`src/rtl/dt_pkg.sv`:
```
package dt_pkg;
  localparam int unsigned AW = 4;

  typedef enum logic [AW-1:0] {
    A_CTRL  = 4'h0,
    A_PADS  = 4'h1,
    A_FLAGS = 4'h2,
    A_PCNT  = 4'h3,
    A_PREL  = 4'h4,
    A_PCMP  = 4'h5,
    A_SCNT  = 4'h6,
    A_SREL  = 4'h7,
    A_SCMP  = 4'h8
  } dt_addr_e;

  localparam int unsigned NCH = 2;
endpackage

```
`src/rtl/dt8_counter.sv`:
```
module dt8_counter #(
  parameter int unsigned W = 8
) (
  input  logic         clk,
  input  logic         rst_n,
  input  logic         adv,
  input  logic         ld_en,
  input  logic [W-1:0] ld_val,
  input  logic [W-1:0] reload,
  input  logic [W-1:0] cmp_val,
  output logic [W-1:0] cnt,
  output logic         ovf_evt,
  output logic         cmp_evt
);
  localparam logic [W-1:0] MAXV = {W{1'b1}};

  logic step;
  assign step    = adv && !ld_en;
  assign ovf_evt = step && (cnt == MAXV);
  assign cmp_evt = step && (cnt == cmp_val);

  always_ff @(posedge clk) begin
    if (!rst_n)       cnt <= '0;
    else if (ld_en)   cnt <= ld_val;
    else if (ovf_evt) cnt <= reload;
    else if (step)    cnt <= cnt + 1'b1;
  end

  assert_reload_R3: assert property (@(posedge clk) disable iff (!rst_n)
    (adv && !ld_en && cnt == MAXV) |=> (cnt == $past(reload)));

  assert_hold_R2: assert property (@(posedge clk) disable iff (!rst_n)
    (!adv && !ld_en) |=> $stable(cnt));
endmodule

```
`src/rtl/dt8_wave.sv`:
```
module dt8_wave (
  input  logic clk,
  input  logic rst_n,
  input  logic arm,
  input  logic pol_new,
  input  logic oe,
  input  logic toggle,
  output logic pin,
  output logic pad_en
);
  logic wave_q;
  logic pol_lat;

  always_ff @(posedge clk) begin
    if (!rst_n) begin
      wave_q  <= 1'b0;
      pol_lat <= 1'b0;
    end else if (arm) begin
      wave_q  <= 1'b0;
      pol_lat <= pol_new;
    end else if (toggle) begin
      wave_q  <= ~wave_q;
    end
  end

  assign pin    = oe && (wave_q ^ pol_lat);
  assign pad_en = oe;

  assert_start_level_R7: assert property (@(posedge clk) disable iff (!rst_n)
    arm |=> (pin == $past(pol_new)));

  assert_pin_steady_R8: assert property (@(posedge clk) disable iff (!rst_n)
    (oe && !arm && !toggle) |=> (!oe || $stable(pin)));
endmodule

```
`src/rtl/dt8_regs.sv`:
```
module dt8_regs
  import dt_pkg::*;
#(
  parameter int unsigned W = 8
) (
  input  logic          clk,
  input  logic          rst_n,
  input  logic          wr_en,
  input  logic [AW-1:0] wr_addr,
  input  logic [W-1:0]  wr_data,
  input  logic [AW-1:0] rd_addr,
  output logic [W-1:0]  rd_data,
  input  logic [W-1:0]  cnt0,
  input  logic [W-1:0]  cnt1,
  input  logic [NCH-1:0] ovf_evt,
  input  logic [NCH-1:0] cmp_evt,
  output logic          dual,
  output logic [NCH-1:0] run,
  output logic          gate_en,
  output logic          ss,
  output logic [NCH-1:0] oe,
  output logic [NCH-1:0] pol,
  output logic [NCH-1:0] arm,
  output logic [NCH-1:0] ld,
  output logic [W-1:0]  rel0,
  output logic [W-1:0]  rel1,
  output logic [W-1:0]  cmp0,
  output logic [W-1:0]  cmp1,
  output logic [3:0]    flags
);
  logic we_ctrl, we_pads, we_flags;
  logic [3:0] fset;

  assign we_ctrl  = wr_en && (wr_addr == A_CTRL);
  assign we_pads  = wr_en && (wr_addr == A_PADS);
  assign we_flags = wr_en && (wr_addr == A_FLAGS);
  assign ld[0]    = wr_en && (wr_addr == A_PCNT);
  assign ld[1]    = wr_en && (wr_addr == A_SCNT);
  assign fset     = {cmp_evt[1], ovf_evt[1], cmp_evt[0], ovf_evt[0]};

  genvar g;
  generate
    for (g = 0; g < NCH; g++) begin : g_arm
      assign arm[g] = we_pads && wr_data[g] && !oe[g];
    end
  endgenerate

  always_ff @(posedge clk) begin
    if (!rst_n) begin
      dual    <= 1'b0;
      run     <= '0;
      gate_en <= 1'b0;
      ss      <= 1'b0;
      oe      <= '0;
      pol     <= '0;
      rel0    <= '0;
      rel1    <= '0;
      cmp0    <= '0;
      cmp1    <= '0;
      flags   <= '0;
    end else begin
      if (we_ctrl) begin
        dual    <= wr_data[0];
        run     <= wr_data[2:1];
        gate_en <= wr_data[3];
      end
      if (we_ctrl && wr_data[4]) ss <= 1'b1;
      else if (ovf_evt[0])       ss <= 1'b0;
      if (we_pads) begin
        oe  <= wr_data[1:0];
        pol <= wr_data[3:2];
      end
      if (wr_en && wr_addr == A_PREL) rel0 <= wr_data;
      if (wr_en && wr_addr == A_SREL) rel1 <= wr_data;
      if (wr_en && wr_addr == A_PCMP) cmp0 <= wr_data;
      if (wr_en && wr_addr == A_SCMP) cmp1 <= wr_data;
      flags <= (we_flags ? (flags & wr_data[3:0]) : flags) | fset;
    end
  end

  always_comb begin
    rd_data = '0;
    case (rd_addr)
      A_CTRL:  rd_data = {{(W-5){1'b0}}, ss, gate_en, run, dual};
      A_PADS:  rd_data = {{(W-4){1'b0}}, pol, oe};
      A_FLAGS: rd_data = {{(W-4){1'b0}}, flags};
      A_PCNT:  rd_data = cnt0;
      A_PREL:  rd_data = rel0;
      A_PCMP:  rd_data = cmp0;
      A_SCNT:  rd_data = cnt1;
      A_SREL:  rd_data = rel1;
      A_SCMP:  rd_data = cmp1;
      default: rd_data = '0;
    endcase
  end

  assert_oneshot_clear_R11: assert property (@(posedge clk) disable iff (!rst_n)
    (ss && ovf_evt[0] && !(we_ctrl && wr_data[4])) |=> !ss);

  assert_flag_sticky_R5: assert property (@(posedge clk) disable iff (!rst_n)
    !we_flags |=> ((flags & $past(flags)) == $past(flags)));
endmodule

```
`src/rtl/dual_reload_timer.sv`:
```
module dual_reload_timer
  import dt_pkg::*;
#(
  parameter int unsigned W = 8
) (
  input  logic          clk,
  input  logic          rst_n,
  input  logic          tick,
  input  logic          wr_en,
  input  logic [AW-1:0] wr_addr,
  input  logic [W-1:0]  wr_data,
  input  logic [AW-1:0] rd_addr,
  output logic [W-1:0]  rd_data,
  input  logic          gate_pin,
  output logic          pin_a,
  output logic          pin_a_oe,
  output logic          pin_b,
  output logic          pin_b_oe,
  output logic          pri_ovf,
  output logic          pri_cmp,
  output logic          sec_ovf,
  output logic          sec_cmp
);
  logic          dual, gate_en, ss, stall;
  logic [NCH-1:0] run, oe, pol, arm, ld, adv, ovf_evt, cmp_evt, pin, pad_en;
  logic [W-1:0]  cnt   [NCH];
  logic [W-1:0]  rel   [NCH];
  logic [W-1:0]  cmpv  [NCH];
  logic [3:0]    flags;

  assign stall = gate_en && !oe[0] && (gate_pin == pol[0]);

  dt8_regs #(.W(W)) u_regs (
    .clk(clk), .rst_n(rst_n), .wr_en(wr_en), .wr_addr(wr_addr),
    .wr_data(wr_data), .rd_addr(rd_addr), .rd_data(rd_data),
    .cnt0(cnt[0]), .cnt1(cnt[1]), .ovf_evt(ovf_evt), .cmp_evt(cmp_evt),
    .dual(dual), .run(run), .gate_en(gate_en), .ss(ss), .oe(oe),
    .pol(pol), .arm(arm), .ld(ld), .rel0(rel[0]), .rel1(rel[1]),
    .cmp0(cmpv[0]), .cmp1(cmpv[1]), .flags(flags)
  );

  genvar g;
  generate
    for (g = 0; g < NCH; g++) begin : g_ch
      if (g == 0) begin : g_pri
        assign adv[g] = tick && dual && (run[g] || ss) && !stall;
      end else begin : g_sec
        assign adv[g] = tick && dual && run[g];
      end

      dt8_counter #(.W(W)) u_cnt (
        .clk(clk), .rst_n(rst_n), .adv(adv[g]), .ld_en(ld[g]),
        .ld_val(wr_data), .reload(rel[g]), .cmp_val(cmpv[g]),
        .cnt(cnt[g]), .ovf_evt(ovf_evt[g]), .cmp_evt(cmp_evt[g])
      );

      dt8_wave u_wave (
        .clk(clk), .rst_n(rst_n), .arm(arm[g]), .pol_new(wr_data[2+g]),
        .oe(oe[g]), .toggle(ovf_evt[g] ^ cmp_evt[g]),
        .pin(pin[g]), .pad_en(pad_en[g])
      );
    end
  endgenerate

  assign pin_a    = pin[0];
  assign pin_a_oe = pad_en[0];
  assign pin_b    = pin[1];
  assign pin_b_oe = pad_en[1];
  assign {sec_cmp, sec_ovf, pri_cmp, pri_ovf} = flags;

  assert_gate_stall_R9: assert property (@(posedge clk) disable iff (!rst_n)
    (gate_en && !oe[0] && gate_pin == pol[0] && !ld[0]) |=> $stable(cnt[0]));

  assert_sec_free_R10: assert property (@(posedge clk) disable iff (!rst_n)
    (tick && dual && run[1] && !ld[1]) |=> (cnt[1] != $past(cnt[1])));
endmodule

```
`config.mk`:
```
export PLATFORM = sky130hd
export DESIGN_NAME = dual_reload_timer
export DESIGN_NICKNAME = d
export VERILOG_FILES = /design/src/rtl/dt_pkg.sv /design/src/rtl/dt8_counter.sv /design/src/rtl/dt8_wave.sv /design/src/rtl/dt8_regs.sv /design/src/rtl/dual_reload_timer.sv
export SDC_FILE = /design/constraint.sdc
export NUM_CORES = 1
export LEC_CHECK = 0
export BUFFER_PORTS_ARGS = -buffer_cell sky130_fd_sc_hd__buf_2
export CORE_AREA = 2 2 94 96
export CTS_BUF_LIST = sky130_fd_sc_hd__clkbuf_4 sky130_fd_sc_hd__clkbuf_8
export CTS_CLUSTER_DIAMETER = 120
export DETAILED_ROUTE_END_ITERATION = 8
export DIE_AREA = 0 0 96 98
export PLACE_DENSITY_LB_ADDON = 0.15
export SLEW_MARGIN = 20
export SYNTH_ARGS = -nofsm -noshare
export SYNTH_HDL_FRONTEND = slang
export SYNTH_SLANG_ARGS = --single-unit
```
`constraint.sdc`:
```
create_clock -name clk -period 1.6 [get_ports clk]
set_input_delay 0.16 -clock clk [delete_from_list [all_inputs] [get_ports clk]]
set_output_delay 0.16 -clock clk [all_outputs]
set_load 0.02 [all_outputs]
```
## After elaboration in Yosys (flattened, before gate mapping)

Index checks and enable logic that the tools add are counted.

- $add $sub $neg: 2
- Eq/ne operators: 21
- Muxes and demuxes: 10
- Bitwise logic cells: 9
- Reduce and logical (&&, ||, !) cells: 41

Operators with widths:

| kind | number |
|---|---|
| $pmux 8 s9 | 1 |
| $mux 8 | 6 |
| $eq 4x3->1 const B | 8 |
| $logic_and 1x1->1 | 28 |
| $add 8x1->8 const B | 2 |
| $eq 4x2->1 const B | 4 |
| $eq 8x8->1 | 2 |
| $eq 8x8->1 const B | 2 |
| $eq 4x1->1 const B | 2 |
| $eq 4x4->1 const B | 2 |
| $logic_not 4->1 | 2 |
| $reduce_bool 3->1 | 2 |
| $logic_not 1->1 | 5 |
| $and 4x4->4 | 1 |
| $mux 4 | 1 |
| $or 4x4->4 | 1 |
| $reduce_or 2->1 | 2 |
| $xor 1x1->1 | 4 |
| $not 1->1 | 3 |
| $mux 1 | 2 |
| $reduce_bool 2->1 | 1 |
| $eq 1x1->1 | 1 |
| $logic_or 1x1->1 | 1 |

- Flip-flop bits (word level): 65
- Bits of input ports: 21
- Output and inout bits: 16
- Logic and storage cells: 100

## Depth between registers and ports, before layout

- Depth in word-level cells: 9
- Mapped depth: 7
- Gate-level depth less buffers: 6

## Cells and area by module

Synthesis repeated with hierarchy kept, for this count alone.

- Cells, all modules: 510
- Area, all modules: 4117.7 um^2

Modules (own cells, without submodules):

| module | times used | cells each | area an instance (um^2) | seq. area each (um^2) |
|---|---|---|---|---|
| dt8_regs | 1 | 319 | 2516.2 | 900.9 |
| dt8_counter | 2 | 83 | 675.6 | 160.2 |
| dt8_wave | 2 | 9 | 100.1 | 40.0 |
| dual_reload_timer | 1 | 7 | 50.0 | 0.0 |

## Least setup slack after synthesis

OpenSTA, ideal clock, no wires.

- Path kind: register to register
- Start point: register g_ch[1].u_cnt.cnt[1]
- End point: register g_ch[1].u_cnt.cnt[1]
- Library setup time: 128 ps
- Arrival time: 1620 ps
- Required time: 1472 ps
- Setup slack: -147 ps
- Stages on the path, launching flop included: 8
- Buffers on the path: 1
- Period minus slack after synthesis: 1747 ps
- Cell sequence: dfxtp_1 ha_1 nand3_1 or2_1 buf_6 mux2_4 a221oi_2 nor2_1

- Cells in the longest elaborated chain, start to end: 4
- Elaborated cells between the ends (all ways): 7
- Classes of those cells: 1 x add/sub; 1 x eq/ne; 3 x mux; 2 x reduce/logical

Ends and longest elaborated chain:

| what | RTL line | RTL |
|---|---|---|
| start, declared | dt8_counter.sv:11 | `output logic [W-1:0] cnt,` |
| start signal, assigned | dt8_counter.sv:24 | `else if (ld_en) cnt <= ld_val;` |
| start signal, assigned | dt8_counter.sv:25 | `else if (ovf_evt) cnt <= reload;` |
| start signal, assigned | dt8_counter.sv:26 | `else if (step) cnt <= cnt + 1'b1;` |
| $add 8x1->8 or $eq 8x8->1 (tied branches) | dt8_counter.sv:26, dt8_counter.sv:19 |  |
| $mux 8 or $logic_and 1x1->1 (tied branches) | dt8_counter.sv:26, dt8_counter.sv:19 |  |
| $mux 8 | dt8_counter.sv:25 |  |
| $mux 8 | dt8_counter.sv:24 |  |

Several ways; a longest one is shown, not always the timed one. The select of a mux whose other input is x is not followed.
A chain may end at the register's enable or synchronous reset.

## Final worst setup path

- Start point: register g_ch[1].u_cnt.cnt[2]
- End point: output rd_data[2]

- Cells in the longest elaborated chain, start to end: 1

Ends and longest elaborated chain:

| what | RTL line | RTL |
|---|---|---|
| $pmux 8 s9 | dt8_regs.sv:83 | `case (rd_addr)` |
| end, declared | dual_reload_timer.sv:13 | `output logic [W-1:0] rd_data,` |

No other way between the ends.

==> qor.csv <==
stage;metric;value;unit
run_status;status;finished, violations left;
run_status;violations;setup timing;
yosys;synthArstFlopShare;0;
clock_network;cts_buffers;9;
min_path;hold-path-endpoint;g_ch[0].u_cnt.cnt[0];
drt;vias;4004;
drt;ant_nets;0;
yosys;synth_seq_cells;65;
floorplanning;core-area;0.00847;sq mm
drt;wl_per_cell;19.4;um
layout;drive_gt1_frac;0.369;
layout;nets;598;
min_path;min_path_type;input port to flip-flop;
timing;timing_hold_violations_final;0;
timing;finalCritPeriodShare;1.18;
yosys;yosysMostFrequentCell;dfxtp_1;
critical_path;worstPathMaxFanout;2;
power;p_per_area;688;mW/mm^2
clock_network;clock_latency;0.34;ns
global_route;grt_overflow;0;
floorplanning;die_h;98;um
global_route;grt.total_usage;0.288;
timing;tightest_slew;0.552;ns
yosys;yosysSeqAreaShare;0.339;
min_path;min_path_cells;2;
yosys;synth_area_leader_cell;dfxtp_1;
critical_path;arrival;1.73;ns
yosys;synth-edff-count;0;
layout;area_growth;37.9;%
global_route;grt_pass1_wl;20500;um
run;drv_cap;0;
yosys;ys_top_cells_by_area;dfxtp_1 34%, mux2i_1 8.4%, a21oi_1 5.5%;
yosys;synth_warnings;0;
yosys;synthTopCellsByCount;65 x dfxtp_1, 48 x nor2_1, 42 x a21oi_1, 42 x nand3_1, 39 x nand2_1;
critical_path;crit-reg2reg-launch;g_ch[1].u_cnt.cnt[1];
critical_path;criticalPathCategory;flip-flop to primary output;
drt;post-route-drc-count;0;
drt;via_per_inst;5.82;
global_route;antenna_found_initial;0;
power;power;3.64;mW
clock_network;clk_pin_slew_worst_paths;0.07;ns
yosys;postSynthAreaPerCell;8.16;sq um
clock_network;clock_sinks;65;
timing;relSlewSlack;0.630;
layout;antennaDiodeCount;0;
clock_network;htreeDepth;3;
timing;finClkSkew;0.00426;ns
yosys;syn-num-nets;493;
floorplanning;die_w;96;um
yosys;ys_types;57;
clock_network;cts_buffer_depth;2;
critical_path;timing.rr.end;g_ch[1].u_wave.wave_q;
layout;design_area;0.00529;sq mm
timing;fmax;0.530;GHz
power;ir_drop;0.393;mV
critical_path;start_kind;flip-flop;
timing;finalSetupViolCount;10;
floorplanning;rows;34;
timing;rsz0062_at_grt;true;
timing;setup_ws;-0.286;ns
critical_path;reg2reg_depth;8;
clock_network;cts_tree;yes;
yosys;ys.flop_type;dfxtp_1;
clock_network;cts_root_buf;clkbuf_8;
critical_path;ff2ff_setup_slack;-0.27;ns
placed_design;dp_hpwl;9560;um
critical_path;critPathCaptureType;primary output;
drt;drt_iter0_drc;267;
yosys;synth_area;0.00383;sq mm
layout;utilization;0.624;
placed_design;place_congestion;0.954;
placed_design;io_buffers;36;
timing;finalCriticalPeriod;1.89;ns
floorplanning;dieArea;0.00941;sq mm
critical_path;cp.required;1.44;ns
min_path;min-delay-start;rst_n;
drt;first_pass_iters;5;
power;leakagePower;2.12;nW
yosys;synthDominantCellAreaShare;0.339;
yosys;synthCells;470;
global_route;grt_max_degree;47;
drt;routed_wl;13400;um
global_route;grt_pass1_vias;3788;
placed_design;place_area;0.00464;sq mm
timing;slew_viol_final;0;
floorplanning;ios;37;
floorplanning;start_util;0.453;
==> routing by layer <==
metal  global-route usage  wire length (um)  vias to the layer above  part of all wire
li1                     -                 -                     1907                 -
met1                0.383              5930                     1946              0.44
met2                0.478              6640                      136              0.50
met3               0.0378               611                       15             0.046
met4               0.0967               168                        0             0.013
met5                    0                 0                        -                 0
==> report_power, final <==
group | switching [mW] | leakage (nW) | internal (mW)
clock network | 0.646 | 0.114 | 0.882
registers | 0.0205 | 0.535 | 1.63
logic | 0.263 | 1.47 | 0.196
total | 0.930 | 2.12 | 2.71
==> cell families (layout without fill, tap and decap cells) <==
logic type / count (synthesis) / count (layout) / synth area share
simple gates: 192 / 192 / 0.255
compound gates: 102 / 102 / 0.172
flops: 65 / 65 / 0.339
buf+inv: 42 / 152 / 0.0476
mux: 41 / 41 / 0.120
xor+xnor: 26 / 26 / 0.0594
fa+ha+maj: 2 / 2 / 0.00653
==> what timing repair did <==
action	in CTS	in global routing
endpoints found under the setup margin	11	17
hold buffers	0	0
pin swaps	22	23
buffers inserted	14	4
resized for setup	47	36
==> layout make-up <==
class,count,area [sq um]
Tap cell,108,135
Timing Repair Buffer,134,1040
Inverter,2,7.51
Clock inverter,2,35.0
Fill cell,747,3180
Clock buffer,14,180
Sequential cell,65,1330
Multi-Input combinational cell,363,2550
==> flip-flops by register name, indices dropped and copies added, names as in the netlist <==
register	count
g_ch.u_wave.pol_lat	2
u_regs.gate_en	1
g_ch.u_wave.wave_q	2
u_regs.rel0	8
u_regs.cmp1	8
u_regs.ss	1
u_regs.oe	2
g_ch.u_cnt.cnt	16
u_regs.cmp0	8
u_regs.run	2
u_regs.flags	4
u_regs.rel1	8
u_regs.pol	2
u_regs.dual	1
==> layout by cell type, fill, tap and decap left out, drive strengths merged, types with 7 or more instances in the layout <==
cell type | synthesis | routed
nand3 | 42 | 42
o21ai | 10 | 10
nor2 | 48 | 48
and3 | 7 | 7
a31oi | 8 | 8
nor2b | 9 | 9
nand4 | 9 | 9
dfxtp | 65 | 65
nand2 | 39 | 39
clkbuf | 24 | 14
mux2i | 32 | 32
xnor2 | 20 | 20
a21oi | 43 | 43
buf | 16 | 134
==> stage by stage <==
stage | setup WS [ns] | std cells | setup TNS, ns | hold slack, ns
2_1_floorplan | -0.0202 | 470 | -0.0317 | 0.301
3_3_place_gp | -0.0888 | 654 | -0.191 | 0.469
3_5_place_dp | -0.109 | 654 | -0.249 | 0.477
4_1_cts | -0.297 | 684 | -1.49 | 0.145
5_1_grt | -0.382 | 688 | -2.83 | 0.139
6_report | -0.286 | 688 | -1.66 | 0.145
==> how the worst max path moves through the flow <==
stage | slack, ns | end | startpoint | depth (start not counted)
global route | -0.38 | rd_data[1] | g_ch[1].u_cnt.cnt[1] | 5
floorplan | -0.02 | g_ch[1].u_cnt.cnt[1] | g_ch[1].u_cnt.cnt[1] | 7
detailed placement | -0.11 | g_ch[1].u_wave.wave_q | g_ch[1].u_cnt.cnt[0] | 6
global placement | -0.09 | g_ch[1].u_wave.wave_q | g_ch[1].u_cnt.cnt[0] | 6
CTS | -0.30 | rd_data[1] | g_ch[1].u_cnt.cnt[1] | 5
finish | -0.29 | rd_data[2] | g_ch[1].u_cnt.cnt[2] | 5
==> worst max-delay path: stages, from the launching register on <==
cell      delay, ns
dfxtp_4        0.35
buf_6          0.11
mux2_4         0.26
a222oi_1       0.30
a31oi_1        0.17
buf_4          0.19
Note: power is estimated with default switching activity, not from simulation.
